**src/rtl/pc_break_unit.sv**
```systemverilog
module pc_break_unit #(
  parameter int AW = 24
) (
  input  logic          clk,
  input  logic          rst_n,
  input  logic          if_valid,
  input  logic [AW-1:0] if_addr,
  input  logic          if_discard,
  input  logic          bus_cpu,
  input  logic [3:0]    reg_addr,
  input  logic          reg_wr,
  input  logic [7:0]    reg_wdata,
  input  logic          reg_rd,
  output logic [7:0]    reg_rdata,
  output logic          brk_irq
);

  logic          stop;
  logic [AW-1:0] tgt_a, tgt_b, msk_a, msk_b;
  logic          en_a, en_b, flag_a, flag_b, seen_a, seen_b;

  wire run   = ~stop;
  wire fetch = run & if_valid & ~if_discard;
  wire hit_a = fetch & en_a & (((if_addr ^ tgt_a) & ~msk_a) == '0);
  wire hit_b = fetch & en_b & (((if_addr ^ tgt_b) & ~msk_b) == '0);

  wire wr_run  = reg_wr & run;
  wire wr_ca   = wr_run & (reg_addr == 4'h3);
  wire wr_cb   = wr_run & (reg_addr == 4'hB);
  wire clr_a   = wr_ca & ~reg_wdata[1] & seen_a;
  wire clr_b   = wr_cb & ~reg_wdata[1] & seen_b;
  wire rd_ca   = reg_rd & run & (reg_addr == 4'h3);
  wire rd_cb   = reg_rd & run & (reg_addr == 4'hB);

  always_ff @(posedge clk or negedge rst_n) begin
    if (!rst_n) begin
      stop <= 1'b1;
      tgt_a <= '0; tgt_b <= '0; msk_a <= '0; msk_b <= '0;
      en_a <= 1'b0; en_b <= 1'b0;
    end else begin
      if (reg_wr && reg_addr == 4'hF) stop <= reg_wdata[0];
      if (wr_run) begin
        case (reg_addr)
          4'h0: tgt_a[7:0]   <= reg_wdata;
          4'h1: tgt_a[15:8]  <= reg_wdata;
          4'h2: tgt_a[23:16] <= reg_wdata;
          4'h3: en_a         <= reg_wdata[0];
          4'h4: msk_a[7:0]   <= reg_wdata;
          4'h5: msk_a[15:8]  <= reg_wdata;
          4'h6: msk_a[23:16] <= reg_wdata;
          4'h8: tgt_b[7:0]   <= reg_wdata;
          4'h9: tgt_b[15:8]  <= reg_wdata;
          4'hA: tgt_b[23:16] <= reg_wdata;
          4'hB: en_b         <= reg_wdata[0];
          4'hC: msk_b[7:0]   <= reg_wdata;
          4'hD: msk_b[15:8]  <= reg_wdata;
          4'hE: msk_b[23:16] <= reg_wdata;
          default: ;
        endcase
      end
    end
  end

  always_ff @(posedge clk or negedge rst_n) begin
    if (!rst_n) begin
      flag_a <= 1'b0; flag_b <= 1'b0;
      seen_a <= 1'b0; seen_b <= 1'b0;
    end else begin
      flag_a <= hit_a | (flag_a & ~clr_a);
      flag_b <= hit_b | (flag_b & ~clr_b);
      if (wr_ca)                seen_a <= 1'b0;
      else if (rd_ca && flag_a) seen_a <= 1'b1;
      if (wr_cb)                seen_b <= 1'b0;
      else if (rd_cb && flag_b) seen_b <= 1'b1;
    end
  end

  logic [7:0] rd_mux;
  always_comb begin
    rd_mux = 8'h00;
    if (reg_addr == 4'hF) rd_mux = {7'd0, stop};
    else if (run) begin
      case (reg_addr)
        4'h0: rd_mux = tgt_a[7:0];
        4'h1: rd_mux = tgt_a[15:8];
        4'h2: rd_mux = tgt_a[23:16];
        4'h3: rd_mux = {6'd0, flag_a, en_a};
        4'h4: rd_mux = msk_a[7:0];
        4'h5: rd_mux = msk_a[15:8];
        4'h6: rd_mux = msk_a[23:16];
        4'h8: rd_mux = tgt_b[7:0];
        4'h9: rd_mux = tgt_b[15:8];
        4'hA: rd_mux = tgt_b[23:16];
        4'hB: rd_mux = {6'd0, flag_b, en_b};
        4'hC: rd_mux = msk_b[7:0];
        4'hD: rd_mux = msk_b[15:8];
        4'hE: rd_mux = msk_b[23:16];
        default: rd_mux = 8'h00;
      endcase
    end
  end

  always_ff @(posedge clk or negedge rst_n) begin
    if (!rst_n)      reg_rdata <= 8'h00;
    else if (reg_rd) reg_rdata <= rd_mux;
  end

  assign brk_irq = (flag_a | flag_b) & run & bus_cpu;


  flag_sticky_chk: assert property (@(posedge clk) disable iff (!rst_n)
    (flag_a && !(reg_wr && reg_addr == 4'h3 && !reg_wdata[1])) |=> flag_a);


  clear_needs_read_chk: assert property (@(posedge clk) disable iff (!rst_n)
    $fell(flag_b) |-> $past(seen_b));


  stopped_frozen_chk: assert property (@(posedge clk) disable iff (!rst_n)
    stop |=> ($stable(flag_a) && $stable(flag_b) && $stable(tgt_a) && $stable(msk_b)
              && $stable(en_a) && $stable(en_b)));


  discard_quiet_chk: assert property (@(posedge clk) disable iff (!rst_n)
    (if_valid && if_discard && !flag_a && !flag_b) |=> (!flag_a && !flag_b));

endmodule

```
**config.mk**
```make
export PLATFORM = sky130hd
export DESIGN_NAME = pc_break_unit
export DESIGN_NICKNAME = d
export VERILOG_FILES = /design/src/rtl/pc_break_unit.sv
export SDC_FILE = /design/constraint.sdc
export NUM_CORES = 1
export LEC_CHECK = 0
export ABC_CLOCK_PERIOD_IN_PS = 3000
export BUFFER_PORTS_ARGS = -buffer_cell sky130_fd_sc_hd__buf_2
export CAP_MARGIN = 10
export CORE_ASPECT_RATIO = 2
export CORE_MARGIN = 8
export CORE_UTILIZATION = 40
export CTS_BUF_LIST = sky130_fd_sc_hd__clkbuf_4 sky130_fd_sc_hd__clkbuf_8
export DETAILED_ROUTE_END_ITERATION = 8
export PLACE_DENSITY = 0.53
export SYNTH_ARGS = -nofsm -noshare
export SYNTH_HDL_FRONTEND = slang
export SYNTH_SLANG_ARGS = --single-unit
```
**constraint.sdc**
```tcl
create_clock -name clk -period 3 [get_ports clk]
set_input_delay 0.6 -clock clk [delete_from_list [all_inputs] [get_ports clk]]
set_output_delay 0.6 -clock clk [all_outputs]
set_load 0.02 [all_outputs]
```
==> results of run 1 <==
-- cell type report --
class | instances | area (µm²) | share of cell area, %
well taps | 195 | 244 | 3.72
repair buffers | 64 | 368 | 5.61
flip-flops and latches | 111 | 2780 | 42.4
inverters | 7 | 26.3 | 0.401
clock inverters | 6 | 57.6 | 0.878
multi-input cells | 347 | 2940 | 44.9
clock buffers | 10 | 138 | 2.10
-- cell usage in the layout, fill, tap and decap left out, types with 9 or more instances in the layout --
| cell type | n |
|---|---|
| sky130_fd_sc_hd__dfrtp_1 | 110 |
| sky130_fd_sc_hd__mux2_2 | 105 |
| sky130_fd_sc_hd__buf_2 | 50 |
| sky130_fd_sc_hd__xnor2_1 | 48 |
| sky130_fd_sc_hd__o22ai_1 | 27 |
| sky130_fd_sc_hd__nand2_1 | 16 |
| sky130_fd_sc_hd__nor2_1 | 15 |
| sky130_fd_sc_hd__mux2i_1 | 14 |
| sky130_fd_sc_hd__buf_4 | 13 |
| sky130_fd_sc_hd__clkbuf_8 | 10 |
| sky130_fd_sc_hd__o21ai_0 | 9 |
| sky130_fd_sc_hd__a22oi_1 | 9 |
-- cell families after synthesis --
| group | synth area share, % |
|---|---|
| compound gates | 11.8 |
| xor+xnor | 7.14 |
| buf+inv | 2.78 |
| flops | 47.2 |
| mux | 23.2 |
| simple gates | 7.86 |
-- per-layer routing --
layer | wire (µm) | vias to the layer above
met5 | 0 | -
met4 | 763 | 0
met3 | 840 | 42
met2 | 9600 | 159
met1 | 7730 | 2179
li1 | - | 1947
-- worst reg2reg max path: stages (launching register included) --
cell and delay, ps:
sky130_fd_sc_hd__dfrtp_1 440, sky130_fd_sc_hd__xnor2_1 350, sky130_fd_sc_hd__o22ai_1 150, sky130_fd_sc_hd__or4_1 570
sky130_fd_sc_hd__nor4_1 320, sky130_fd_sc_hd__a32o_1 210
-- power by group --
| part | internal (µW) | switching [µW] |
|---|---|---|
| clock network | 348 | 576 |
| logic | 575 | 520 |
| registers | 1830 | 345 |
-- per-stage QoR --
| step | power [µW] | setup slack (ps) |
|---|---|---|
| final | 4190 | 608 |
| after global routing | 4390 | 578 |
| after CTS | 4210 | 661 |
| after detailed placement | 3300 | 253 |
| after global placement | 3290 | 230 |
| after floorplan | 2840 | 1070 |
-- path summary, 6_finish.rpt --
check | end | slack [ps]
setup reg to reg | flag_b$_DFF_PN0_ | 900
hold / removal | msk_a[23]$_DFFE_PN0P_ | 170
setup / recovery | msk_b[10]$_DFFE_PN0P_ | 610
min in group clk | reg_rdata[0]$_DFFE_PN0P_ | 490
max in group asynchronous | msk_b[20]$_DFFE_PN0P_ | 2140
hold reg to reg | reg_rdata[2]$_DFFE_PN0P_ | 490
-- registers in the layout, indices dropped and copies added (netlist names) --
name	count
msk_a	24
msk_b	24
tgt_a	24
tgt_b	24
reg_rdata	8
en_a	1
en_b	1
flag_a	1
flag_b	1
seen_a	1
seen_b	1
stop	1
==> flow_results.xml, run 1 <==
<?xml version="1.0" encoding="UTF-8"?>
<metrics>
  <group name="status">
    <metric name="outcome" unit="">finished, final reports clean</metric>
  </group>
  <group name="sta">
    <metric name="final_hold_viol_count" unit="">0</metric>
    <metric name="rsz_0062_raised_after_global_routing" unit="">no</metric>
    <metric name="timing.max_slew.rel_slack" unit="%">41.5</metric>
    <metric name="max_freq" unit="MHz">418</metric>
    <metric name="post_layout_min_period" unit="ps">2390</metric>
    <metric name="post-route-period-util" unit="%">79.7</metric>
    <metric name="timing.final.setup_violations" unit="">0</metric>
    <metric name="timing.final.max_slew_violations" unit="">0</metric>
    <metric name="worst-slew-pin-transition" unit="ps">877</metric>
    <metric name="finalClockSkew" unit="ps">13.4</metric>
    <metric name="fin_tns_setup" unit="ps">0</metric>
    <metric name="fin_hold_ws" unit="ps">173</metric>
  </group>
  <group name="place">
    <metric name="io_buffers" unit="">51</metric>
    <metric name="placed_area" unit="µm²">6360</metric>
    <metric name="place_congestion" unit="">0.925</metric>
    <metric name="dp_hpwl" unit="mm">14.1</metric>
    <metric name="dpl.cell_count" unit="">724</metric>
  </group>
  <group name="synthesis">
    <metric name="synth-seq-cells" unit="">111</metric>
    <metric name="async_reset_ff_share" unit="%">100</metric>
    <metric name="yosysSeqAreaShare" unit="%">47.2</metric>
    <metric name="synth_edf_count" unit="">0</metric>
    <metric name="synth_top_cell_by_area" unit="">sky130_fd_sc_hd__dfrtp_1</metric>
    <metric name="syn-instance-count" unit="">492</metric>
    <metric name="top_cells_by_instance_count_after_synthesis" unit="">sky130_fd_sc_hd__dfrtp_1, sky130_fd_sc_hd__mux2_2, sky130_fd_sc_hd__xnor2_1</metric>
    <metric name="postSynth.topFlopCell" unit="">sky130_fd_sc_hd__dfrtp_1</metric>
    <metric name="post_synth.cell_area_avg" unit="µm²">12.0</metric>
    <metric name="netlist_top_cells_area" unit="">sky130_fd_sc_hd__dfrtp_1, sky130_fd_sc_hd__mux2_2, sky130_fd_sc_hd__xnor2_1, sky130_fd_sc_hd__o22ai_1, sky130_fd_sc_hd__mux2i_1</metric>
    <metric name="syn-num-nets" unit="">535</metric>
    <metric name="synth.lib_cells_used.distinct" unit="">54</metric>
    <metric name="synthMostInstantiatedCell" unit="">sky130_fd_sc_hd__dfrtp_1</metric>
    <metric name="synthesis.area" unit="µm²">5890</metric>
    <metric name="synth.yosys.warnings" unit="">0</metric>
    <metric name="post-synth-top-area-fraction" unit="%">46.8</metric>
  </group>
  <group name="route">
    <metric name="avgRoutedWirePerCell" unit="µm">25.6</metric>
    <metric name="drt_drc_violations_left" unit="">0</metric>
    <metric name="drt_iter0_markers" unit="">321</metric>
    <metric name="routed-via-count" unit="">4327</metric>
    <metric name="post_drt_via_cell_ratio" unit="">5.85</metric>
    <metric name="drt.antenna.violating_nets" unit="">0</metric>
    <metric name="routed_wl" unit="mm">18.9</metric>
    <metric name="detail_route.first_pass.iterations" unit="">5</metric>
  </group>
  <group name="clocking">
    <metric name="tritoncts" unit="">built</metric>
    <metric name="cts.hold.buffers_added" unit="">0</metric>
    <metric name="ctsResizeCount" unit="">0</metric>
    <metric name="tritoncts.num_buffers" unit="">9</metric>
    <metric name="clock_transition_at_the_registers_of_the_reported_paths" unit="ps">110</metric>
    <metric name="post-cts-setup-buffers" unit="">0</metric>
    <metric name="clk_latency" unit="ps">400</metric>
    <metric name="cts_sinks" unit="">111</metric>
    <metric name="clk_root_buffer_cell" unit="">sky130_fd_sc_hd__clkbuf_8</metric>
    <metric name="clock_path_buffers" unit="">2</metric>
    <metric name="clock_tree.htree_level_count" unit="">3</metric>
  </group>
  <group name="layout">
    <metric name="drive_above_1_share" unit="%">36.9</metric>
    <metric name="flow.area_growth_from_synthesis" unit="%">11.4</metric>
    <metric name="antennaDiodeCount" unit="">0</metric>
    <metric name="postLayoutCellArea" unit="µm²">6560</metric>
    <metric name="post_layout_nonfiller_instances" unit="">740</metric>
    <metric name="final_nets" unit="">583</metric>
    <metric name="final_core_util" unit="%">45.0</metric>
    <metric name="fillers" unit="">1403</metric>
  </group>
  <group name="setup_path">
    <metric name="timing.critical_path.cells" unit="">buf_2 -&gt; and2_1 -&gt; nand2_1 -&gt; mux2_1</metric>
    <metric name="largest_stage_delay_on_the_critical_path" unit="ps">660</metric>
    <metric name="timing.critical_path.arrival" unit="ps">2670</metric>
    <metric name="worst_path_buffer_plus_inverter_count" unit="">1</metric>
    <metric name="crit_path_start" unit="">reg_addr[2]</metric>
    <metric name="crit_path_end_kind" unit="">register</metric>
    <metric name="critPathTopFamily" unit="">simple AND/OR/NAND/NOR gates</metric>
    <metric name="worst_setup_path_start_kind" unit="">primary input</metric>
    <metric name="worst_r2r_startpoint" unit="">tgt_b[20]$_DFFE_PN0P_</metric>
    <metric name="timing.critical_path.required" unit="ps">3270</metric>
    <metric name="worst_path_max_delay_cell" unit="">sky130_fd_sc_hd__buf_2</metric>
    <metric name="rr_worst_depth" unit="">5</metric>
    <metric name="criticalPathCategory" unit="">in -&gt; reg</metric>
    <metric name="critical_path_cell_count" unit="">4</metric>
    <metric name="critPathMaxFanout" unit="">38</metric>
  </group>
  <group name="global_routing">
    <metric name="grt_pass1_vias" unit="">4590</metric>
    <metric name="grt_antenna_before_repair" unit="">0</metric>
    <metric name="grt_util_met3" unit="%">2.56</metric>
    <metric name="grt_usage" unit="%">20.6</metric>
    <metric name="grtUsageMet2" unit="%">34.5</metric>
    <metric name="global_route.peak_usage_layer" unit="">met2</metric>
    <metric name="grt.met1_usage" unit="%">25.1</metric>
    <metric name="grt_max_degree" unit="">54</metric>
    <metric name="global_route.overflow_total" unit="">0</metric>
    <metric name="wire_length_of_the_first_global_routing_pass" unit="mm">28.7</metric>
  </group>
  <group name="die">
    <metric name="die_w" unit="µm">102</metric>
    <metric name="die-height" unit="µm">188</metric>
    <metric name="fp-row-count" unit="">63</metric>
    <metric name="die_area" unit="µm²">19100</metric>
    <metric name="starting_density_of_the_core" unit="%">40.4</metric>
    <metric name="std_cell_core_area" unit="µm²">14600</metric>
    <metric name="pin_count" unit="">52</metric>
  </group>
  <group name="power_and_ir_drop">
    <metric name="leakagePower" unit="µW">0.00273</metric>
    <metric name="pwr_density_cell" unit="nW/µm²">639</metric>
    <metric name="vdd_drop_max" unit="V">0.000307</metric>
  </group>
  <group name="job">
    <metric name="maxCapViolations" unit="">0</metric>
  </group>
  <group name="hold_path">
    <metric name="min-delay-path-class" unit="">in -&gt; async</metric>
  </group>
</metrics>
Note: power is estimated with default switching activity, not from simulation.
==> inputs of run 2 (changes only) <==
- ABC_CLOCK_PERIOD_IN_PS: 3000 -> 2200
- PLACE_DENSITY: 0.53 -> 0.55
- clock period: 3 -> 2.2 ns (I/O delays scaled with it)
==> flow_results.xml, run 2 (synthesis results as in run 1) <==
<?xml version="1.0" encoding="UTF-8"?>
<metrics>
  <group name="status">
    <metric name="outcome" unit="">finished, final reports clean</metric>
  </group>
  <group name="layout">
    <metric name="final_nets" unit="">621</metric>
    <metric name="antennaDiodeCount" unit="">0</metric>
    <metric name="final_common_cell" unit="">sky130_fd_sc_hd__dfrtp_1</metric>
    <metric name="highest_count_cells_in_the_layout_ignoring_fill_and_taps" unit="">sky130_fd_sc_hd__dfrtp_1, sky130_fd_sc_hd__mux2_2, sky130_fd_sc_hd__buf_2</metric>
    <metric name="post_layout_nonfiller_instances" unit="">776</metric>
    <metric name="final_core_util" unit="%">46.9</metric>
    <metric name="drive_above_1_share" unit="%">40.8</metric>
    <metric name="fillers" unit="">1395</metric>
    <metric name="flow.area_growth_from_synthesis" unit="%">16.2</metric>
  </group>
  <group name="hold_path">
    <metric name="min-delay-path-class" unit="">in -&gt; async</metric>
  </group>
  <group name="die">
    <metric name="starting_density_of_the_core" unit="%">40.4</metric>
    <metric name="die_w" unit="µm">102</metric>
    <metric name="fp-row-count" unit="">63</metric>
    <metric name="std_cell_core_area" unit="µm²">14600</metric>
    <metric name="die_area" unit="µm²">19100</metric>
    <metric name="pin_count" unit="">52</metric>
    <metric name="die-height" unit="µm">188</metric>
  </group>
  <group name="setup_path">
    <metric name="timing.critical_path.arrival" unit="ps">2290</metric>
    <metric name="worst_setup_path_start_kind" unit="">register</metric>
    <metric name="timing.reg2reg.setup_slack" unit="ps">220</metric>
    <metric name="crit_path_end_kind" unit="">register</metric>
    <metric name="critPathMaxFanout" unit="">3</metric>
    <metric name="timing.critical_path.required" unit="ps">2510</metric>
    <metric name="criticalPathCategory" unit="">reg -&gt; reg</metric>
  </group>
  <group name="clocking">
    <metric name="ctsResizeCount" unit="">0</metric>
    <metric name="clock_tree.htree_level_count" unit="">3</metric>
    <metric name="clk_latency" unit="ps">380</metric>
    <metric name="clk_root_buffer_cell" unit="">sky130_fd_sc_hd__clkbuf_8</metric>
    <metric name="cts_sinks" unit="">111</metric>
    <metric name="tritoncts" unit="">built</metric>
    <metric name="clock_path_buffers" unit="">2</metric>
    <metric name="post-cts-setup-buffers" unit="">0</metric>
    <metric name="tritoncts.num_buffers" unit="">9</metric>
    <metric name="clock_transition_at_the_registers_of_the_reported_paths" unit="ps">110</metric>
    <metric name="cts.hold.buffers_added" unit="">0</metric>
  </group>
  <group name="global_routing">
    <metric name="wire_length_of_the_first_global_routing_pass" unit="mm">30.7</metric>
    <metric name="grt_antenna_before_repair" unit="">0</metric>
    <metric name="grt_max_degree" unit="">42</metric>
    <metric name="global_route.overflow_total" unit="">0</metric>
    <metric name="grt_usage" unit="%">22.3</metric>
    <metric name="grt_pass1_vias" unit="">4875</metric>
  </group>
  <group name="route">
    <metric name="wl_met2" unit="mm">9.93</metric>
    <metric name="routed-via-count" unit="">4512</metric>
    <metric name="detail_route.first_pass.iterations" unit="">5</metric>
    <metric name="routed_wl" unit="mm">20.2</metric>
    <metric name="routed.top_layer" unit="">met4</metric>
    <metric name="post_drt_via_cell_ratio" unit="">5.81</metric>
    <metric name="drt_drc_violations_left" unit="">0</metric>
    <metric name="drt.antenna.violating_nets" unit="">0</metric>
    <metric name="met3_length" unit="mm">1.07</metric>
    <metric name="drt_iter0_markers" unit="">282</metric>
    <metric name="avgRoutedWirePerCell" unit="µm">26.0</metric>
    <metric name="wl_met1" unit="mm">7.88</metric>
  </group>
  <group name="power_and_ir_drop">
    <metric name="totalPowerFinal" unit="µW">5690</metric>
    <metric name="pwr_density_cell" unit="nW/µm²">832</metric>
    <metric name="leakagePower" unit="µW">0.00290</metric>
    <metric name="vdd_drop_max" unit="V">0.000490</metric>
  </group>
  <group name="place">
    <metric name="place_congestion" unit="">0.912</metric>
    <metric name="io_buffers" unit="">51</metric>
    <metric name="dp_hpwl" unit="mm">15.8</metric>
    <metric name="dpl.cell_count" unit="">762</metric>
  </group>
  <group name="sta">
    <metric name="fin_hold_ws" unit="ps">32.6</metric>
    <metric name="worst-slew-pin-transition" unit="ps">673</metric>
    <metric name="max_freq" unit="MHz">505</metric>
    <metric name="rsz_0062_raised_after_global_routing" unit="">no</metric>
    <metric name="finalClockSkew" unit="ps">14.3</metric>
    <metric name="post-route-period-util" unit="%">90.0</metric>
    <metric name="timing.max_slew.rel_slack" unit="%">55.0</metric>
    <metric name="timing.final.max_slew_violations" unit="">0</metric>
    <metric name="post_layout_min_period" unit="ps">1980</metric>
    <metric name="final_hold_viol_count" unit="">0</metric>
    <metric name="timing.final.setup_violations" unit="">0</metric>
    <metric name="fin_tns_setup" unit="ps">0</metric>
  </group>
  <group name="job">
    <metric name="maxCapViolations" unit="">0</metric>
  </group>
</metrics>
run 2: cell types whose count changed in the layout (fill, tap and decap cells not counted), sizes merged:
| cell | change |
|---|---|
| inv | -3 |
| clkbuf | -1 |
| clkinvlp | +2 |
| buf | +38 |
run 2: routing by layer:
| metal | GRT usage (%) | vias up |
|---|---|---|
| li1 | - | 2022 |
| met1 | 26.2 | 2247 |
| met2 | 36.1 | 179 |
| met3 | 3.97 | 64 |
| met4 | 14.3 | 0 |
| met5 | 0 | - |
run 2: metrics by stage:
step | worst slack (ps) | area [µm²]
2_1_floorplan | 431 | 5890
3_3_place_gp | 79.7 | 6670
3_5_place_dp | 66.6 | 6670
4_1_cts | 213 | 6840
5_1_grt | 128 | 6840
6_report | 221 | 6840
run 2: critical path, cell delays in order, from the launching register on:
cell and delay (ps):
sky130_fd_sc_hd__dfrtp_1 440, sky130_fd_sc_hd__xnor2_1 170, sky130_fd_sc_hd__buf_4 150, sky130_fd_sc_hd__o22ai_1 70, sky130_fd_sc_hd__or4_1 580, sky130_fd_sc_hd__nor4_1 310
sky130_fd_sc_hd__a32o_1 210
run 2: power by group:
part           leakage [µW]  total (µW)  internal (µW)  switching [µW]
registers           0.00137        2980           2490             483
logic               0.00144        1550            832             719
clock network     0.0000797        1160            415             747
total               0.00290        5690           3740            1950
run 2: path summary, 6_finish.rpt:
kind                       cells after the start                        to                      from
min                                            1     msk_a[23]$_DFFE_PN0P_                     rst_n
max in group asynchronous                      2     tgt_b[17]$_DFFE_PN0P_                     rst_n
max                                            6          flag_b$_DFF_PN0_     tgt_b[20]$_DFFE_PN0P_
min in group clk                               2  reg_rdata[0]$_DFFE_PN0P_                    reg_rd
min reg2reg                                    1  reg_rdata[3]$_DFFE_PN0P_  reg_rdata[3]$_DFFE_PN0P_
max reg2reg                                    6          flag_b$_DFF_PN0_     tgt_b[20]$_DFFE_PN0P_
run 2: layout make-up:
class	count	area (µm²)	share of cell area, %
Timing Repair Buffer	102	678	9.92
Sequential cell	111	2780	40.6
Clock buffer	9	124	1.81
Tap cell	195	244	3.57
Multi-Input combinational cell	347	2940	43.0
Inverter	7	26.3	0.384
Clock inverter	5	43.8	0.640
==> inputs of run 3 (changes only) <==
- BUFFER_PORTS_ARGS: -buffer_cell sky130_fd_sc_hd__buf_2 -> unset
- CTS_CLUSTER_SIZE: unset -> 24
- DONT_BUFFER_PORTS: unset -> 1
- PLACE_DENSITY: 0.55 -> 0.52
==> flow_results.xml, run 3 (synthesis results as in run 1) <==
<?xml version="1.0" encoding="UTF-8"?>
<metrics>
  <group name="clocking">
    <metric name="clk_latency" unit="ps">380</metric>
    <metric name="clock_transition_at_the_registers_of_the_reported_paths" unit="ps">100</metric>
    <metric name="ctsResizeCount" unit="">0</metric>
    <metric name="tritoncts.num_buffers" unit="">9</metric>
    <metric name="clock_path_buffers" unit="">2</metric>
    <metric name="cts_sinks" unit="">111</metric>
    <metric name="clk_root_buffer_cell" unit="">sky130_fd_sc_hd__clkbuf_8</metric>
    <metric name="tritoncts" unit="">built</metric>
    <metric name="clock_tree.htree_level_count" unit="">3</metric>
    <metric name="post-cts-setup-buffers" unit="">0</metric>
  </group>
  <group name="die">
    <metric name="std_cell_core_area" unit="µm²">14600</metric>
    <metric name="die_w" unit="µm">102</metric>
    <metric name="starting_density_of_the_core" unit="%">40.4</metric>
    <metric name="pin_count" unit="">52</metric>
    <metric name="fp-row-count" unit="">63</metric>
    <metric name="die_area" unit="µm²">19100</metric>
    <metric name="die-height" unit="µm">188</metric>
  </group>
  <group name="sta">
    <metric name="rsz_0062_raised_after_global_routing" unit="">no</metric>
    <metric name="timing.final.setup_violations" unit="">0</metric>
    <metric name="timing.max_slew.rel_slack" unit="%">58.8</metric>
    <metric name="fin_tns_setup" unit="ps">0</metric>
    <metric name="post-route-period-util" unit="%">87.2</metric>
    <metric name="max_freq" unit="MHz">522</metric>
    <metric name="worst_slack" unit="ps">283</metric>
    <metric name="worst-slew-pin-transition" unit="ps">602</metric>
    <metric name="finalClockSkew" unit="ps">8.04</metric>
    <metric name="final_hold_viol_count" unit="">110</metric>
    <metric name="post_layout_min_period" unit="ps">1920</metric>
    <metric name="fin_hold_ws" unit="ps">-259</metric>
    <metric name="timing.final.max_slew_violations" unit="">0</metric>
  </group>
  <group name="route">
    <metric name="drt.antenna.violating_nets" unit="">0</metric>
    <metric name="routed-via-count" unit="">4069</metric>
    <metric name="drt_iter0_markers" unit="">246</metric>
    <metric name="avgRoutedWirePerCell" unit="µm">27.1</metric>
    <metric name="drt_drc_violations_left" unit="">0</metric>
    <metric name="routed_wl" unit="mm">18.8</metric>
    <metric name="post_drt_via_cell_ratio" unit="">5.88</metric>
    <metric name="detail_route.first_pass.iterations" unit="">4</metric>
  </group>
  <group name="status">
    <metric name="violations" unit="">hold timing</metric>
    <metric name="outcome" unit="">complete, but fails checks</metric>
  </group>
  <group name="place">
    <metric name="io_buffers" unit="">0</metric>
    <metric name="dp_hpwl" unit="mm">13.5</metric>
    <metric name="pre_cts_slack" unit="ps">218</metric>
    <metric name="place_congestion" unit="">0.870</metric>
  </group>
  <group name="layout">
    <metric name="final_nets" unit="">536</metric>
    <metric name="drive_above_1_share" unit="%">30.8</metric>
    <metric name="flow.area_growth_from_synthesis" unit="%">7.29</metric>
    <metric name="highest_count_cells_in_the_layout_ignoring_fill_and_taps" unit="">sky130_fd_sc_hd__dfrtp_1, sky130_fd_sc_hd__mux2_2, sky130_fd_sc_hd__xnor2_1</metric>
    <metric name="antennaDiodeCount" unit="">0</metric>
    <metric name="final_common_cell" unit="">sky130_fd_sc_hd__dfrtp_1</metric>
    <metric name="final_core_util" unit="%">43.3</metric>
  </group>
  <group name="global_routing">
    <metric name="grt_util_met3" unit="%">4.05</metric>
    <metric name="grt_max_degree" unit="">112</metric>
    <metric name="global_route.peak_usage_layer" unit="">met2</metric>
    <metric name="wire_length_of_the_first_global_routing_pass" unit="mm">27.9</metric>
    <metric name="grt_usage" unit="%">20.4</metric>
    <metric name="grt.met1_usage" unit="%">24.8</metric>
    <metric name="grt_pass1_vias" unit="">4214</metric>
    <metric name="grt_antenna_before_repair" unit="">0</metric>
    <metric name="grtUsageMet2" unit="%">33.9</metric>
    <metric name="global_route.overflow_total" unit="">0</metric>
  </group>
  <group name="hold_path">
    <metric name="min-delay-path-class" unit="">in -&gt; async</metric>
  </group>
  <group name="setup_path">
    <metric name="largest_stage_delay_on_the_critical_path" unit="ps">530</metric>
    <metric name="criticalPathCategory" unit="">reg -&gt; reg</metric>
    <metric name="worst_path_max_delay_cell" unit="">sky130_fd_sc_hd__or4_1</metric>
    <metric name="timing.critical_path.arrival" unit="ps">2240</metric>
    <metric name="timing.critical_path.cells" unit="">xnor2_1 -&gt; o22ai_1 -&gt; or4_1 -&gt; nor4_1 -&gt; a32o_1</metric>
    <metric name="timing.critical_path.required" unit="ps">2520</metric>
    <metric name="critPathMaxFanout" unit="">3</metric>
    <metric name="critPathTopFamily" unit="">simple AND/OR/NAND/NOR gates</metric>
    <metric name="worst_setup_path_start_kind" unit="">register</metric>
    <metric name="crit_path_end_kind" unit="">register</metric>
    <metric name="worst_path_buffer_plus_inverter_count" unit="">0</metric>
  </group>
  <group name="power_and_ir_drop">
    <metric name="leakagePower" unit="µW">0.00252</metric>
    <metric name="pwr_density_cell" unit="nW/µm²">852</metric>
    <metric name="totalPowerFinal" unit="µW">5380</metric>
    <metric name="vdd_drop_max" unit="V">0.000432</metric>
  </group>
  <group name="job">
    <metric name="maxCapViolations" unit="">0</metric>
  </group>
</metrics>
==> run 3: cell count changes in the layout (fill, tap and decap cells not counted), sizes merged <==
| cell | delta |
|---|---|
| buf | -85 |
| clkinv | +1 |
==> run 3: per-stage QoR <==
stage	area, µm²	instances
2_1_floorplan	5890	492
3_3_place_gp	6150	677
3_5_place_dp	6150	677
4_1_cts	6320	692
5_1_grt	6320	692
6_report	6320	692
==> run 3: layout make-up <==
cell class / instances / area [µm²]
fill: 1398 / 8270
multi-input combinational: 347 / 2940
sequential: 111 / 2780
tap: 195 / 244
timing repair buffer: 17 / 153
clock buffer: 9 / 124
clock inverter: 6 / 46.3
inverter: 7 / 26.3
==> run 3: worst register-to-register path, cell delays in order, from the launching register on <==
cell and delay, ps:
sky130_fd_sc_hd__dfrtp_1 420, sky130_fd_sc_hd__xnor2_1 290, sky130_fd_sc_hd__o22ai_1 120, sky130_fd_sc_hd__or4_1 530, sky130_fd_sc_hd__nor4_1 300, sky130_fd_sc_hd__a32o_1 190
==> run 3: worst paths after layout <==
check / start / endpoint / slack [ps] / depth (start not counted)
worst max-delay path: tgt_b[20]$_DFFE_PN0P_ / flag_b$_DFF_PN0_ / 280 / 5
worst min-delay path: rst_n / tgt_a[5]$_DFFE_PN0P_ / -260 / 0
worst max register to register: tgt_b[20]$_DFFE_PN0P_ / flag_b$_DFF_PN0_ / 280 / 5
worst min register to register: seen_b$_DFFE_PN0P_ / seen_b$_DFFE_PN0P_ / 530 / 2
max in group asynchronous: rst_n / stop$_DFFE_PN1P_ / 2160 / 0
min in group clk: reg_addr[1] / seen_a$_DFFE_PN0P_ / 160 / 1
==> run 3: per-layer routing <==
layer | share of wire (%) | vias to the layer above
li1 | - | 1836
met1 | 40 | 2072
met2 | 51 | 137
met3 | 5.9 | 24
met4 | 3.0 | 0
met5 | 0 | -
==> run 3: power breakdown <==
part	internal, µW	switching (µW)	total [µW]
registers	2490	468	2960
logic	752	526	1280
clock network	415	726	1140
